### src/rtl/mg_seq_pkg.sv
package mg_seq_pkg;

    localparam int unsigned NUM_OPS = 7;

    // bit position in the command vector equals the enum value
    typedef enum logic [2:0] {
        OP_SMOOTH   = 3'd0,
        OP_RESID    = 3'd1,
        OP_RESTRICT = 3'd2,
        OP_CSOLVE   = 3'd3,
        OP_CLEAR    = 3'd4,
        OP_PROLONG  = 3'd5,
        OP_CORRECT  = 3'd6
    } mg_op_e;

    typedef enum logic [1:0] {
        ST_IDLE,
        ST_ISSUE,
        ST_WAIT,
        ST_EVAL
    } mg_st_e;

endpackage

### src/rtl/mg_seq_step.sv
module mg_seq_step
    import mg_seq_pkg::*;
#(
    parameter int unsigned NLEV        = 3,
    parameter int unsigned PRE_SWEEPS  = 2,
    parameter int unsigned POST_SWEEPS = 2,
    parameter int unsigned LVL_W       = 2,
    parameter int unsigned SW_W        = 2
) (
    input  mg_op_e             op_i,
    input  logic [LVL_W-1:0]   lev_i,
    input  logic               up_i,
    input  logic [SW_W-1:0]    sweep_i,
    output mg_op_e             op_o,
    output logic [LVL_W-1:0]   lev_o,
    output logic               up_o,
    output logic [SW_W-1:0]    sweep_o,
    output logic               last_o
);

    localparam logic [SW_W-1:0]  PRE_LAST  = SW_W'(PRE_SWEEPS - 1);
    localparam logic [SW_W-1:0]  POST_LAST = SW_W'(POST_SWEEPS - 1);
    localparam logic [LVL_W-1:0] COARSEST  = LVL_W'(NLEV);

    logic [LVL_W-1:0] lev_dn;
    logic [LVL_W-1:0] lev_up;

    assign lev_dn = lev_i + LVL_W'(1);
    assign lev_up = lev_i - LVL_W'(1);

    always_comb begin
        op_o    = op_i;
        lev_o   = lev_i;
        up_o    = up_i;
        sweep_o = '0;
        last_o  = 1'b0;
        unique case (op_i)
            OP_SMOOTH: begin
                if (up_i) begin
                    if (sweep_i < POST_LAST) begin
                        sweep_o = sweep_i + SW_W'(1);
                    end else if (lev_i == '0) begin
                        last_o = 1'b1;
                    end else begin
                        lev_o = lev_up;
                        op_o  = OP_CLEAR;
                    end
                end else begin
                    if (sweep_i < PRE_LAST) begin
                        sweep_o = sweep_i + SW_W'(1);
                    end else begin
                        op_o = OP_RESID;
                    end
                end
            end
            OP_RESID:    op_o = OP_RESTRICT;
            OP_RESTRICT: begin
                lev_o = lev_dn;
                op_o  = (lev_dn == COARSEST) ? OP_CSOLVE : OP_SMOOTH;
            end
            OP_CSOLVE: begin
                lev_o = lev_up;
                up_o  = 1'b1;
                op_o  = OP_CLEAR;
            end
            OP_CLEAR:   op_o = OP_PROLONG;
            OP_PROLONG: op_o = OP_CORRECT;
            OP_CORRECT: op_o = OP_SMOOTH;
            default:    op_o = OP_SMOOTH;
        endcase
    end

endmodule

### src/rtl/mg_seq_conv.sv
module mg_seq_conv #(
    parameter int unsigned MW         = 24,
    parameter int unsigned TOL        = 66,
    parameter int unsigned CW         = 3,
    parameter int unsigned MAX_CYCLES = 4
) (
    input  logic [MW-1:0] metric_i,
    input  logic [CW-1:0] cyc_i,
    output logic          conv_o,
    output logic          limit_o
);

    localparam logic [MW-1:0] TOL_V = MW'(TOL);
    localparam logic [CW-1:0] MAX_V = CW'(MAX_CYCLES);

    assign conv_o  = metric_i < TOL_V;
    assign limit_o = cyc_i >= MAX_V;

endmodule

### src/rtl/mg_seq_cmd.sv
module mg_seq_cmd
    import mg_seq_pkg::*;
(
    input  mg_op_e              op_i,
    input  logic                issue_i,
    output logic [NUM_OPS-1:0]  sel_o,
    output logic [NUM_OPS-1:0]  go_o
);

    for (genvar k = 0; k < NUM_OPS; k++) begin : g_dec
        assign sel_o[k] = (op_i == mg_op_e'(3'(k)));
        assign go_o[k]  = issue_i & sel_o[k];
    end

endmodule

### src/rtl/mg_vcycle_seq.sv
module mg_vcycle_seq
    import mg_seq_pkg::*;
#(
    parameter int unsigned FINE_LOG2   = 4,
    parameter int unsigned COARSE_LOG2 = 1,
    parameter int unsigned PRE_SWEEPS  = 2,
    parameter int unsigned POST_SWEEPS = 2,
    parameter int unsigned MAX_CYCLES  = 4,
    parameter int unsigned MW          = 24,
    parameter int unsigned TOL         = 66,
    localparam int unsigned NLEV       = FINE_LOG2 - COARSE_LOG2,
    localparam int unsigned LVL_W      = $clog2(NLEV + 1),
    localparam int unsigned CW         = $clog2(MAX_CYCLES + 1)
) (
    input  logic                 clk_i,
    input  logic                 rst_ni,
    input  logic                 start_i,
    input  logic [NUM_OPS-1:0]   op_done_i,
    input  logic [MW-1:0]        metric_i,
    output logic [NUM_OPS-1:0]   op_go_o,
    output logic [LVL_W-1:0]     op_level_o,
    output logic                 busy_o,
    output logic                 done_o,
    output logic [CW-1:0]        cycles_o,
    output logic                 not_conv_o
);

    localparam int unsigned SW_MAX = (PRE_SWEEPS > POST_SWEEPS) ? PRE_SWEEPS : POST_SWEEPS;
    localparam int unsigned SW_W   = $clog2(SW_MAX + 1);

    typedef struct packed {
        mg_st_e           st;
        mg_op_e           op;
        logic [LVL_W-1:0] lev;
        logic             up;
        logic [SW_W-1:0]  sweep;
        logic [CW-1:0]    cyc;
        logic             nconv;
        logic             fin;
    } seq_s;

    localparam seq_s SEQ_RST = '{st: ST_IDLE, op: OP_SMOOTH, lev: '0, up: 1'b0,
                                 sweep: '0, cyc: '0, nconv: 1'b0, fin: 1'b0};

    seq_s seq_d, seq_q;

    mg_op_e               nx_op;
    logic [LVL_W-1:0]     nx_lev;
    logic                 nx_up;
    logic [SW_W-1:0]      nx_sweep;
    logic                 nx_last;
    logic [CW-1:0]        cyc_inc;
    logic                 is_conv;
    logic                 at_limit;
    logic [NUM_OPS-1:0]   op_sel;
    logic                 done_hit;

    mg_seq_step #(
        .NLEV        (NLEV),
        .PRE_SWEEPS  (PRE_SWEEPS),
        .POST_SWEEPS (POST_SWEEPS),
        .LVL_W       (LVL_W),
        .SW_W        (SW_W)
    ) i_step (
        .op_i    (seq_q.op),
        .lev_i   (seq_q.lev),
        .up_i    (seq_q.up),
        .sweep_i (seq_q.sweep),
        .op_o    (nx_op),
        .lev_o   (nx_lev),
        .up_o    (nx_up),
        .sweep_o (nx_sweep),
        .last_o  (nx_last)
    );

    assign cyc_inc = seq_q.cyc + CW'(1);

    mg_seq_conv #(
        .MW         (MW),
        .TOL        (TOL),
        .CW         (CW),
        .MAX_CYCLES (MAX_CYCLES)
    ) i_conv (
        .metric_i (metric_i),
        .cyc_i    (cyc_inc),
        .conv_o   (is_conv),
        .limit_o  (at_limit)
    );

    mg_seq_cmd i_cmd (
        .op_i    (seq_q.op),
        .issue_i (seq_q.st == ST_ISSUE),
        .sel_o   (op_sel),
        .go_o    (op_go_o)
    );

    assign done_hit = |(op_done_i & op_sel);

    always_comb begin
        seq_d     = seq_q;
        seq_d.fin = 1'b0;
        unique case (seq_q.st)
            ST_IDLE: begin
                if (start_i) begin
                    seq_d.st    = ST_ISSUE;
                    seq_d.op    = OP_SMOOTH;
                    seq_d.lev   = '0;
                    seq_d.up    = 1'b0;
                    seq_d.sweep = '0;
                    seq_d.cyc   = '0;
                    seq_d.nconv = 1'b0;
                end
            end
            ST_ISSUE: seq_d.st = ST_WAIT;
            ST_WAIT: begin
                if (done_hit) begin
                    if (nx_last) begin
                        seq_d.st = ST_EVAL;
                    end else begin
                        seq_d.st    = ST_ISSUE;
                        seq_d.op    = nx_op;
                        seq_d.lev   = nx_lev;
                        seq_d.up    = nx_up;
                        seq_d.sweep = nx_sweep;
                    end
                end
            end
            ST_EVAL: begin
                seq_d.cyc = cyc_inc;
                if (is_conv || at_limit) begin
                    seq_d.st    = ST_IDLE;
                    seq_d.fin   = 1'b1;
                    seq_d.nconv = !is_conv;
                end else begin
                    seq_d.st    = ST_ISSUE;
                    seq_d.op    = OP_SMOOTH;
                    seq_d.lev   = '0;
                    seq_d.up    = 1'b0;
                    seq_d.sweep = '0;
                end
            end
            default: seq_d.st = ST_IDLE;
        endcase
    end

    always_ff @(posedge clk_i or negedge rst_ni) begin
        if (!rst_ni) begin
            seq_q <= SEQ_RST;
        end else begin
            seq_q <= seq_d;
        end
    end

    assign op_level_o = seq_q.lev;
    assign busy_o     = seq_q.st != ST_IDLE;
    assign done_o     = seq_q.fin;
    assign cycles_o   = seq_q.cyc;
    assign not_conv_o = seq_q.nconv;

    // never more than one command at a time
    a_r2_go_onehot: assert property (@(posedge clk_i) disable iff (!rst_ni)
        $onehot0(op_go_o));

    // commands are single-cycle pulses
    a_r2_go_pulse: assert property (@(posedge clk_i) disable iff (!rst_ni)
        (op_go_o != '0) |=> (op_go_o == '0));

    // coarse solve only on the coarsest level
    a_r4_csolve_level: assert property (@(posedge clk_i) disable iff (!rst_ni)
        op_go_o[3] |-> (op_level_o == LVL_W'(NLEV)));

    // restriction never issued from the coarsest level
    a_r3_restrict_level: assert property (@(posedge clk_i) disable iff (!rst_ni)
        op_go_o[2] |-> (op_level_o < LVL_W'(NLEV)));

    // cycle count only steps up by one or returns to zero
    a_r7_cycle_step: assert property (@(posedge clk_i) disable iff (!rst_ni)
        (cycles_o != $past(cycles_o)) |-> ((cycles_o == $past(cycles_o) + CW'(1)) || (cycles_o == '0)));

    // a finishing pulse leaves the block idle
    a_r7_done_idle: assert property (@(posedge clk_i) disable iff (!rst_ni)
        done_o |-> !busy_o);

    // the flag only appears at the cycle limit
    a_r8_nconv_limit: assert property (@(posedge clk_i) disable iff (!rst_ni)
        not_conv_o |-> (cycles_o == CW'(MAX_CYCLES)));

endmodule

### config.mk
export PLATFORM = sky130hd
export DESIGN_NAME = mg_vcycle_seq
export DESIGN_NICKNAME = d
export VERILOG_FILES = /design/src/rtl/mg_seq_pkg.sv /design/src/rtl/mg_seq_step.sv /design/src/rtl/mg_seq_conv.sv /design/src/rtl/mg_seq_cmd.sv /design/src/rtl/mg_vcycle_seq.sv
export SDC_FILE = /design/constraint.sdc
export NUM_CORES = 1
export LEC_CHECK = 0
export BUFFER_PORTS_ARGS = -buffer_cell sky130_fd_sc_hd__buf_4
export CAP_MARGIN = 5
export CORE_MARGIN = 2
export CORE_UTILIZATION = 44
export DETAILED_ROUTE_END_ITERATION = 7
export PLACE_DENSITY = 0.79
export SETUP_SLACK_MARGIN = 0.02
export SLEW_MARGIN = 20
export SYNTH_ARGS = -nofsm -noshare
export SYNTH_HDL_FRONTEND = slang
export SYNTH_HIERARCHICAL = 1
export SYNTH_SLANG_ARGS = --single-unit
### constraint.sdc
create_clock -name clk_i -period 1.75 [get_ports clk_i]
set_input_delay 0.0875 -clock clk_i [delete_from_list [all_inputs] [get_ports clk_i]]
set_output_delay 0.0875 -clock clk_i [all_outputs]
set_load 0.01 [all_outputs]
# Word level (Yosys, flattened, before mapping)
# Cells that the tools add are included.
[totals]
reg_bits = 15
latchBits = 0
mem_bits_rw = 0
mem_bits_ro = 0
inputBits = 34
out_inout_bits = 15
wordCells = 88
mem_count = 0
[classes]
add_sub_neg = 4
multipliers = 0
div = 0
order_cmp = 3
n_eq_ne = 21
n_shift = 0
muxes = 28
n_bitwise = 8
reduce_logical = 16
[op_table]
columns = ["operator", "n"]
rows = [
  ["$lt A24 B7 Y1 const B", 1],
  ["$pmux W8 S3", 1],
  ["$pmux W3 S6", 1],
  ["$mux W2", 8],
  ["$mux W8", 2],
  ["$mux W14", 1],
  ["$mux W3", 4],
  ["$mux W10", 1],
  ["$ne A2 B2 Y1 const B", 5],
  ["$eq A3 B3 Y1 const B", 3],
  ["$ne A3 B3 Y1 const B", 3],
  ["$reduce_and A9 Y1", 1],
  ["$pmux W2 S4", 1],
  ["$pmux W4 S2", 1],
  ["$and A1 B1 Y1", 7],
  ["$and A7 B7 Y7", 1],
  ["$mux W1", 7],
  ["$reduce_and A7 Y1", 1],
  ["$reduce_or A7 Y1", 1],
  ["$eq A2 B2 Y1 const B", 3],
  ["$eq A3 B2 Y1 const B", 2],
  ["$pmux W2 S3", 1],
  ["$reduce_and A6 Y1", 1],
  ["$reduce_and A5 Y1", 1],
  ["other kinds (18)", 22],
]

# Depth between registers and ports, before layout
# Gate-level depths: netlist (run 1).
[logic_depth]
ltp_word = 8
mapped_depth = 8
mapped_depth_nobuf = 8

# By module
# The synthesis (run 1) kept the hierarchy.
[by_module_without_submodules]
columns = ["mod", "instances", "cells_each", "area_each_um2", "seq_area_each_um2"]
rows = [
  ["mg_vcycle_seq", 1, 69, 770.7, 375.4],
  ["mg_seq_step", 1, 34, 279.0, 0.0],
  ["mg_seq_cmd", 1, 17, 193.9, 0.0],
  ["mg_seq_conv", 1, 10, 58.8, 0.0],
]

# Least setup slack after synthesis (run 1)
# No wires, ideal clock.
[synth_path]
kind = "register to register"
start = "reg seq_q[11] in the netlist's numbering"
end = "reg seq_q[11] in the netlist's numbering"
setup_ns = 0.121
t_arrival_ns = 1.636
t_required_ns = 1.629
path_slack_ns = -0.007
stages_incl_launch_ff = 7
n_path_buf = 1
period_less_slack_ns = 1.757
path_cell_list = "dfrtp_1 -> buf_6 -> and3b_1 -> a22oi_1 -> nand2_1 -> o211a_4 -> a22o_1"
[synth_via]
elab_chain_len = 5
elab_cells_between_ends = 19
classes_between = "eq/ne: 10; mux: 5; bitwise: 1; reduce/logical: 3"
[synth_lines]
columns = ["element", "line", "rtl"]
rows = [
  ["from (decl)", "mg_vcycle_seq.sv:45", "seq_s seq_d, seq_q;"],
  ["from (signal assigned)", "mg_vcycle_seq.sv:150", "seq_q <= seq_d;"],
  ["$eq A3 B3 Y1 (*)", "mg_seq_cmd.sv:11", "assign sel_o[k] = (op_i == mg_op_e'(3'(k)));"],
  ["net op_sel[5]", "mg_vcycle_seq.sv:55", "logic [NUM_OPS-1:0] op_sel;"],
  ["$pmux W3 S6 / $and A7 B7 Y7 (equally long branches)", "mg_seq_step.sv:37, mg_vcycle_seq.sv:97", ""],
  ["$mux W8 / $reduce_or A7 Y1 (equally long branches)", "mg_vcycle_seq.sv:117, mg_vcycle_seq.sv:97", ""],
  ["$mux W10 / $ne A2 B2 Y1 (equally long branches)", "n/a", ""],
  ["$pmux W8 S3 / $reduce_and A7 Y1 (equally long branches)", "n/a", ""],
]
# Mark *: on every way through the listed nets, which the timed path passes. The rest lies on a longest branch. The select of a mux whose other input is x is not followed.
# A chain may end at the register's enable or synchronous reset.

# Final worst setup path (run 1)
[layout_path]
start = "reg seq_q[6] in the netlist's numbering"
end = "reg seq_q[6] in the netlist's numbering"
[layout_via]
elab_chain_len = 6
elab_cells_between_ends = 12
classes_between = "add/sub: 1; order compare: 1; eq/ne: 1; mux: 8; reduce/logical: 1"
[layout_lines]
columns = ["element", "line", "rtl"]
rows = [
  ["$lt A2 B1 Y1", "mg_seq_step.sv:40", "if (sweep_i < POST_LAST) begin"],
  ["$mux W1", "mg_seq_step.sv:40", ""],
  ["$mux W1", "mg_seq_step.sv:39", "if (up_i) begin"],
  ["$mux W1", "mg_seq_step.sv:37", "unique case (op_i)"],
  ["net nx_last", "mg_vcycle_seq.sv:51", "logic nx_last;"],
  ["$ne A2 B2 Y1 (no line)", "n/a", ""],
  ["$reduce_and A5 Y1 (no line)", "n/a", ""],
]
# The timed path passes the listed nets, and every way through them passes these cells. The select of a mux whose other input is x is not followed.

==> results of run 1 <==
cell usage in the layout, fill, tap and decap left out, types with 3 or more instances in the layout:
cell type	n
a21oi_1	7
nor2_1	7
nand2b_1	3
nand2_1	4
nor4_1	3
buf_4	66
and3b_1	3
a22oi_1	3
clkbuf_4	3
nor3_1	3
a22o_1	8
dfrtp_1	11
dfrtp_2	4
nor3b_2	3
and4b_1	3
inv_1	4
ha_1	6
per-stage QoR:
step                instance area (µm²)  total power [mW]  setup WS (ns)  utilization  hold slack (ns)
floorplan                          1300              1.68         0.0640            -           -0.208
global placement                   1690              2.01         0.0314        0.607          -0.0522
detailed placement                 1690              2.09         -0.112        0.607          -0.0416
CTS                                1750              2.34         0.0228        0.628            0.105
global route                       1820              2.64        -0.0666        0.653            0.121
finish                             1820              2.44        0.00196        0.653            0.112
worst min path at each step:
stage	startpoint	end	slack (ns)	cells past startpoint
global placement	rst_ni	cycles_o[2]	-0.05	1
floorplan	rst_ni	cycles_o[0]	-0.21	0
global route	start_i	seq_q[13]	0.12	3
finish	start_i	seq_q[13]	0.11	3
detailed placement	rst_ni	not_conv_o	-0.04	1
CTS	start_i	seq_q[13]	0.11	3
registers in the layout, summed over array words and instances, names as in the netlist:
name,cells
cycles_o,3
done_o,1
not_conv_o,1
op_level_o,2
seq_q,8
worst register-to-register path, delay by kind of cell (launching register included):
| kind | cells | cell delay (ns) |
|---|---|---|
| AO/OA/AOI/OAI | 3 | 0.51 |
| adder cells (fa/ha/maj) | 1 | 0.17 |
| buffers and inverters | 1 | 0.07 |
| flip-flops | 1 | 0.38 |
| AND/OR/NAND/NOR | 3 | 0.56 |
power by group:
part | switching [mW] | internal [mW]
combinational | 0.744 | 0.827
clock | 0.113 | 0.0883
sequential | 0.205 | 0.465
total | 1.06 | 1.38
timing repair:
action                                 4_1_cts  5_1_grt
hold buffers                                 1        0
pin swaps                                    3       10
endpoints found under the hold margin       15        0
gates resized for setup                      7        5
buffers inserted                             0        6
setup endpoints to repair                   15        9
metal layers:
metal / part of all wire / global-route usage
met4: 0.0043 / 0.0565
met2: 0.54 / 0.361
met1: 0.43 / 0.238
met3: 0.025 / 0.0286
met5: 0 / 0
area by class of cell:
class	count	area, µm²	area share
inverter	6	22.5	0.0124
multi-input combinational	96	842	0.464
sequential	15	380	0.210
tap	31	38.8	0.0214
timing repair buffer	67	505	0.278
clock buffer	4	26.3	0.0145
==> flow_metrics.py, run 1 <==
metrics = {
    "timing": {
        "final_hold_viol_count": 0,
        "period_needed_ns": 1.75,
        "skew_ns": 0.00329,
        "slew_viol_final": 0,
        "relSlewSlack": 0.741,
        "rsz0062_at_grt": "true",
        "fmax_mhz": 572,
        "setup_violations": 0,
        "tns_ns": 0,
        "worst_pin_slew_ns": 0.388,
        "finalCritPeriodShare": 0.999,
    },
    "detailed_routing": {
        "wl_per_cell_um": 14.9,
        "firstDrtPassIters": 4,
        "drt-initial-drc-count": 29,
        "ant_nets": 0,
        "viasPerCell": 5.56,
        "wirelength_mm": 3.27,
        "vias": 1218,
        "drc": 0,
    },
    "critical_path": {
        "worstPathRequired_ns": 1.97,
        "cp_max_fo": 8,
        "critPathKind": "register to register",
        "r2r-start": "seq_q[6]",
        "worstSetupPathDepth": 8,
        "arrival_ns": 1.97,
        "crit_buf_inv": 1,
        "critPathMaxStageDelay_ns": 0.38,
        "crit_family": "simple AND/OR/NAND/NOR gates",
        "reg2reg_depth": 8,
        "slowest_stage": "dfrtp_1",
        "cp-end-kind": "register",
        "crit_start": "seq_q[6]",
        "worstPathCellList": "inv_2 > ha_4 > nor3b_4 > and3_4 > nand2b_4 > a21oi_4 > o22ai_4 > a22o_1",
        "start_kind": "register",
        "crit_path_end": "seq_q[6]",
        "timing.rr.end": "seq_q[6]",
        "rrSetupSlack_ns": 0.002,
    },
    "synthesis": {
        "ys_warn_count": 6,
        "syn-cell-area_mm2": 0.00130,
        "synth_nets": 170,
        "syn_inst": 129,
        "avgSynthCellArea_um2": 10.1,
    },
    "clock_tree": {
        "htree_num_levels": 1,
        "clock_sinks": 15,
        "clock_latency_ns": 0.28,
        "cts_tree": "done",
        "clkTransAtPathRegs_ns": 0.09,
        "root_buffer": "clkbuf_4",
        "cts_inserted_buffers": 3,
        "clockBufferDepth": 2,
    },
    "layout": {
        "layout-drive-gt1-share": 0.511,
        "nFillCells": 227,
        "area_delta_synth_final_pct": 39.8,
        "num_antenna_cells": 0,
        "stdcell_count": 219,
        "fin_nets": 230,
    },
    "global_routing": {
        "grt_antenna_before_repair": 0,
        "grt_overflow": 0,
        "grt_usage": 0.197,
        "grt_pass1_wl_mm": 5.31,
        "grt_pass1_vias": 1190,
        "grt_start_max_net_pins": 16,
    },
    "placed_design": {
        "portBuffers": 47,
        "dp_cells": 208,
        "dpl.hpwl_mm": 2.53,
        "gp_congestion": 0.837,
    },
    "die": {
        "die_area_mm2": 0.00340,
        "io_pins": 49,
        "die_w_um": 58.3,
        "initial_core_util": 0.467,
        "dieHeight_um": 58.3,
        "core_area_mm2": 0.00278,
        "rows": 19,
    },
    "power_and_ir_drop": {
        "p_per_area_mw_per_mm2": 1350,
        "p_leak_nw": 0.903,
        "worst_ir_drop_vdd_mv": 1.05,
    },
    "flow_run": {
        "max-cap-violations": 0,
    },
    "status": {
        "status": "finished, final reports clean",
    },
    "min_path": {
        "hp-class": "input pin to register",
    },
}
Power figures use the tool's default switching activity.
==> run 2: changes to the inputs <==
Settings changed: PLACE_DENSITY 0.79 to 0.76.
==> flow_metrics.py, run 2 (synthesized netlist as in run 1, its figures left out) <==
metrics = {
    "status": {
        "status": "finished, final reports clean",
    },
    "power_and_ir_drop": {
        "power.total_mw": 2.44,
        "worst_ir_drop_vdd_mv": 1.13,
        "p_leak_nw": 0.923,
        "p_per_area_mw_per_mm2": 1320,
    },
    "layout": {
        "num_antenna_cells": 0,
        "nFillCells": 204,
        "layout-drive-gt1-share": 0.526,
        "mostFrequentLayoutCell": "buf_4",
        "final_cell_mix": "buf_4, dfrtp_1, a22o_1, nor2_1, a21oi_1",
        "final_util": 0.662,
        "largest_reg_flops": 8,
        "fin_nets": 234,
        "top_register": "seq_q",
        "area_delta_synth_final_pct": 41.8,
    },
    "global_routing": {
        "met1_usage": 0.234,
        "grt_most_used_layer": "met2",
        "grt_pass1_wl_mm": 5.02,
        "grt_pass1_vias": 1145,
        "grt_antenna_before_repair": 0,
        "use_met2": 0.339,
        "grt_usage": 0.187,
        "grt_overflow": 0,
        "grt_use_met3": 0.0330,
        "grt_start_max_net_pins": 16,
    },
    "placed_design": {
        "portBuffers": 47,
        "gp_congestion": 0.814,
        "dpl.hpwl_mm": 2.39,
    },
    "clock_tree": {
        "clock_latency_ns": 0.28,
        "cts_inserted_buffers": 3,
        "clock_sinks": 15,
        "htree_num_levels": 1,
        "clkTransAtPathRegs_ns": 0.09,
        "root_buffer": "clkbuf_4",
        "clockBufferDepth": 2,
        "cts_tree": "done",
    },
    "min_path": {
        "min_to": "seq_q[13]",
        "hold_path_startpoint": "start_i",
        "hp-class": "input pin to register",
        "holdPathStages": 3,
    },
    "die": {
        "core_area_mm2": 0.00278,
        "die_w_um": 58.3,
        "dieHeight_um": 58.3,
        "rows": 19,
        "io_pins": 49,
        "initial_core_util": 0.467,
        "die_area_mm2": 0.00340,
    },
    "timing": {
        "worst_pin_slew_ns": 0.312,
        "final_hold_viol_count": 0,
        "relSlewSlack": 0.792,
        "hold_slack_ns": 0.116,
        "tns_ns": 0,
        "rsz0062_at_grt": "true",
        "slew_viol_final": 0,
        "setup_violations": 0,
        "fmax_mhz": 580,
        "period_needed_ns": 1.73,
        "skew_ns": 0.000563,
        "finalCritPeriodShare": 0.986,
    },
    "critical_path": {
        "start_kind": "register",
        "timing.rr.end": "seq_q[10]",
        "critPathKind": "register to register",
        "r2r-start": "seq_q[6]",
        "cp-end-kind": "register",
        "arrival_ns": 1.94,
        "cp_max_fo": 8,
        "rrSetupSlack_ns": 0.02,
        "worstPathRequired_ns": 1.97,
        "reg2reg_depth": 8,
    },
    "flow_run": {
        "max-cap-violations": 0,
    },
    "detailed_routing": {
        "viasPerCell": 5.45,
        "vias": 1216,
        "drt-initial-drc-count": 48,
        "firstDrtPassIters": 4,
        "wl_per_cell_um": 14.2,
        "drc": 0,
        "wirelength_mm": 3.17,
        "ant_nets": 0,
    },
}
==> run 2: power by group <==
group | internal [mW] | switching, mW
logic | 0.851 | 0.749
clock network | 0.0884 | 0.116
registers | 0.465 | 0.168
total | 1.40 | 1.03
==> run 2: area by class of cell <==
cell class              instances  area [µm²]  share of cell area
repair buffers                 71         539               0.293
multi-input cells              96         835               0.453
clock buffers                   4        26.3              0.0143
inverters                       6        22.5              0.0122
well taps                      31        38.8              0.0211
flip-flops and latches         15         380               0.207
==> run 2: routing by layer <==
metal  wire [µm]  vias up
met4           0        0
met5           0        -
li1            -      609
met1        1350      587
met2        1700       20
met3         120        0
==> run 2: timing repair <==
item / CTS / global route
hold buffers: 1 / 0
endpoints found under the setup margin: 15 / 15
gates resized for setup: 3 / 11
hold endpoints to repair: 15 / 0
pin swaps: 2 / 11
setup buffers: 0 / 11
==> run 2: critical path, stage by stage (launching register included) <==
cell and delay, ns:
dfrtp_1 0.38, inv_2 0.06, ha_4 0.16, nor3b_4 0.21
and3_4 0.21, nand2b_1 0.12, a21oi_2 0.07, o22ai_4 0.25
a22o_1 0.20
==> run 2: worst max path at each step <==
stage	startpoint	to	slack [ns]	depth (start not counted)
final	seq_q[6]	seq_q[10]	0.02	8
after floorplan	seq_q[11]	seq_q[11]	0.06	6
after detailed placement	seq_q[5]	seq_q[10]	-0.05	8
after global routing	seq_q[6]	seq_q[10]	-0.04	8
after CTS	seq_q[5]	seq_q[10]	0.01	8
after global placement	seq_q[5]	seq_q[11]	0.03	8
==> run 2: stage by stage <==
stage / cells / instance area [µm²] / setup WS (ns)
after floorplan: 129 / 1300 / 0.0640
after detailed placement: 207 / 1680 / -0.0519
after global placement: 207 / 1680 / 0.0330
after global routing: 223 / 1840 / -0.0448
final: 223 / 1840 / 0.0249
after CTS: 212 / 1720 / 0.0137
==> run 3: changes to the inputs <==
Settings changed: CORE_MARGIN 2 to 4, PLACE_DENSITY 0.76 to default, PLACE_DENSITY_LB_ADDON from default to 0.12.
==> flow_metrics.py, run 3 (synthesized netlist as in run 1, its figures left out) <==
metrics = {
    "timing": {
        "finalCritPeriodShare": 0.979,
        "worst_pin_slew_ns": 0.362,
        "relSlewSlack": 0.759,
        "final_hold_viol_count": 0,
        "setup_violations": 0,
        "tns_ns": 0,
        "period_needed_ns": 1.71,
        "rsz0062_at_grt": "true",
        "skew_ns": 0.00183,
        "slew_viol_final": 0,
        "fmax_mhz": 584,
        "fin_ws_ns": 0.0366,
    },
    "die": {
        "die_w_um": 62.3,
        "rows": 19,
        "dieHeight_um": 62.3,
        "initial_core_util": 0.467,
        "die_area_mm2": 0.00389,
        "core_area_mm2": 0.00278,
        "io_pins": 49,
    },
    "detailed_routing": {
        "ant_nets": 0,
        "wl_per_cell_um": 14.5,
        "firstDrtPassIters": 5,
        "vias": 1225,
        "drc": 0,
        "wirelength_mm": 3.25,
        "wl_met1_mm": 1.31,
        "drt-initial-drc-count": 41,
        "wl_met3_um": 112,
        "viasPerCell": 5.47,
        "top_layer": "met4",
        "wl_met2_mm": 1.80,
    },
    "clock_tree": {
        "clock_sinks": 15,
        "clkTransAtPathRegs_ns": 0.10,
        "cts_tree": "done",
        "clockBufferDepth": 2,
        "htree_num_levels": 1,
        "clock_latency_ns": 0.28,
        "cts_inserted_buffers": 3,
        "root_buffer": "clkbuf_4",
    },
    "power_and_ir_drop": {
        "p_per_area_mw_per_mm2": 1320,
        "power.total_mw": 2.43,
        "p_leak_nw": 0.932,
        "worst_ir_drop_vdd_mv": 1.13,
    },
    "layout": {
        "layout-drive-gt1-share": 0.528,
        "num_antenna_cells": 0,
        "mostFrequentLayoutCell": "buf_4",
        "final_cell_mix": "buf_4, dfrtp_1, a22o_1, nor2_1, a21oi_1",
        "area_delta_synth_final_pct": 42.5,
        "top_register": "seq_q",
        "fin_nets": 235,
        "final_area_mm2": 0.00185,
        "final_util": 0.665,
        "nFillCells": 213,
        "largest_reg_flops": 8,
    },
    "critical_path": {
        "critPathKind": "register to register",
        "cp_max_fo": 8,
        "worstPathRequired_ns": 1.98,
        "arrival_ns": 1.94,
        "cp-end-kind": "register",
        "start_kind": "register",
    },
    "placed_design": {
        "gp_congestion": 0.787,
        "place_area_mm2": 0.00170,
        "dpl.hpwl_mm": 2.35,
        "pre_cts_ws_ns": -0.0383,
        "portBuffers": 47,
    },
    "global_routing": {
        "grt_pass1_vias": 1207,
        "grt_usage": 0.160,
        "grt_pass1_wl_mm": 5.30,
        "grt_overflow": 0,
        "grt_start_max_net_pins": 16,
        "grt_antenna_before_repair": 0,
    },
    "status": {
        "status": "finished, final reports clean",
    },
    "flow_run": {
        "max-cap-violations": 0,
    },
    "min_path": {
        "hp-class": "input pin to register",
    },
}
-- run 3: changes by cell type in the layout (fill, tap and decap cells not counted) --
cell | before | now
nand2b_1 | 4 | 3
clkinv_2 | 0 | 1
nand2_1 | 3 | 4
a22oi_2 | 2 | 1
buf_4 | 68 | 70
nand2b_4 | 0 | 1
nand2_2 | 1 | 0
clkbuf_4 | 4 | 3
a22oi_1 | 2 | 3
clkbuf_1 | 1 | 0
-- run 3: layout make-up --
class                           instances  area, µm²  area share
Sequential cell                        15        380       0.206
Tap cell                               31       38.8      0.0210
Inverter                                6       22.5      0.0122
Multi-Input combinational cell         96        835       0.451
Timing Repair Buffer                   72        547       0.295
Clock inverter                          1       5.00     0.00270
Clock buffer                            3       22.5      0.0122
-- run 3: path summary, 6_finish.rpt --
| kind | startpoint | end | slack [ns] | cells past startpoint |
|---|---|---|---|---|
| max reg2reg | seq_q[6] | op_level_o[1] | 0.04 | 8 |
| max | seq_q[6] | op_level_o[1] | 0.04 | 8 |
| max in group asynchronous | rst_ni | seq_q[11] | 1.37 | 2 |
| min reg2reg | seq_q[7] | seq_q[7] | 0.56 | 1 |
| min | start_i | seq_q[13] | 0.12 | 3 |
| min in group asynchronous | rst_ni | not_conv_o | 0.19 | 2 |
-- run 3: per-layer routing --
metal / global-route usage / vias to the layer above
met1: 0.184 / 589
met2: 0.295 / 27
met3: 0.0360 / 2
li1: - / 607
met4: 0.0424 / 0
met5: 0 / -
-- run 3: where the power goes --
| group | internal [mW] | total [mW] | switching, mW |
|---|---|---|---|
| Sequential | 0.466 | 0.645 | 0.180 |
| Clock | 0.0849 | 0.204 | 0.119 |
| Combinational | 0.845 | 1.58 | 0.739 |
| Total | 1.40 | 2.43 | 1.04 |
-- run 3: critical path: stages, from the launching register on --
cell and delay, ns:
dfrtp_1 0.38, inv_2 0.06, ha_4 0.16, nor3b_4 0.20, and3_4 0.21, nand2b_4 0.12, a21oi_2 0.07, o22ai_4 0.27
a22o_1 0.18
-- run 3: timing repair --
item	4_1_cts	5_1_grt
endpoints found under the setup margin	15	9
buffers inserted	1	9
resized for setup	5	8
hold endpoints to repair	15	0
pin swaps	3	13
hold buffers	1	0
-- run 3: per-stage QoR --
stage	cells	hold slack (ns)
detailed placement	209	-0.0402
CTS	215	0.105
global placement	209	-0.0440
finish	224	0.120
global route	224	0.0996
floorplan	129	-0.208
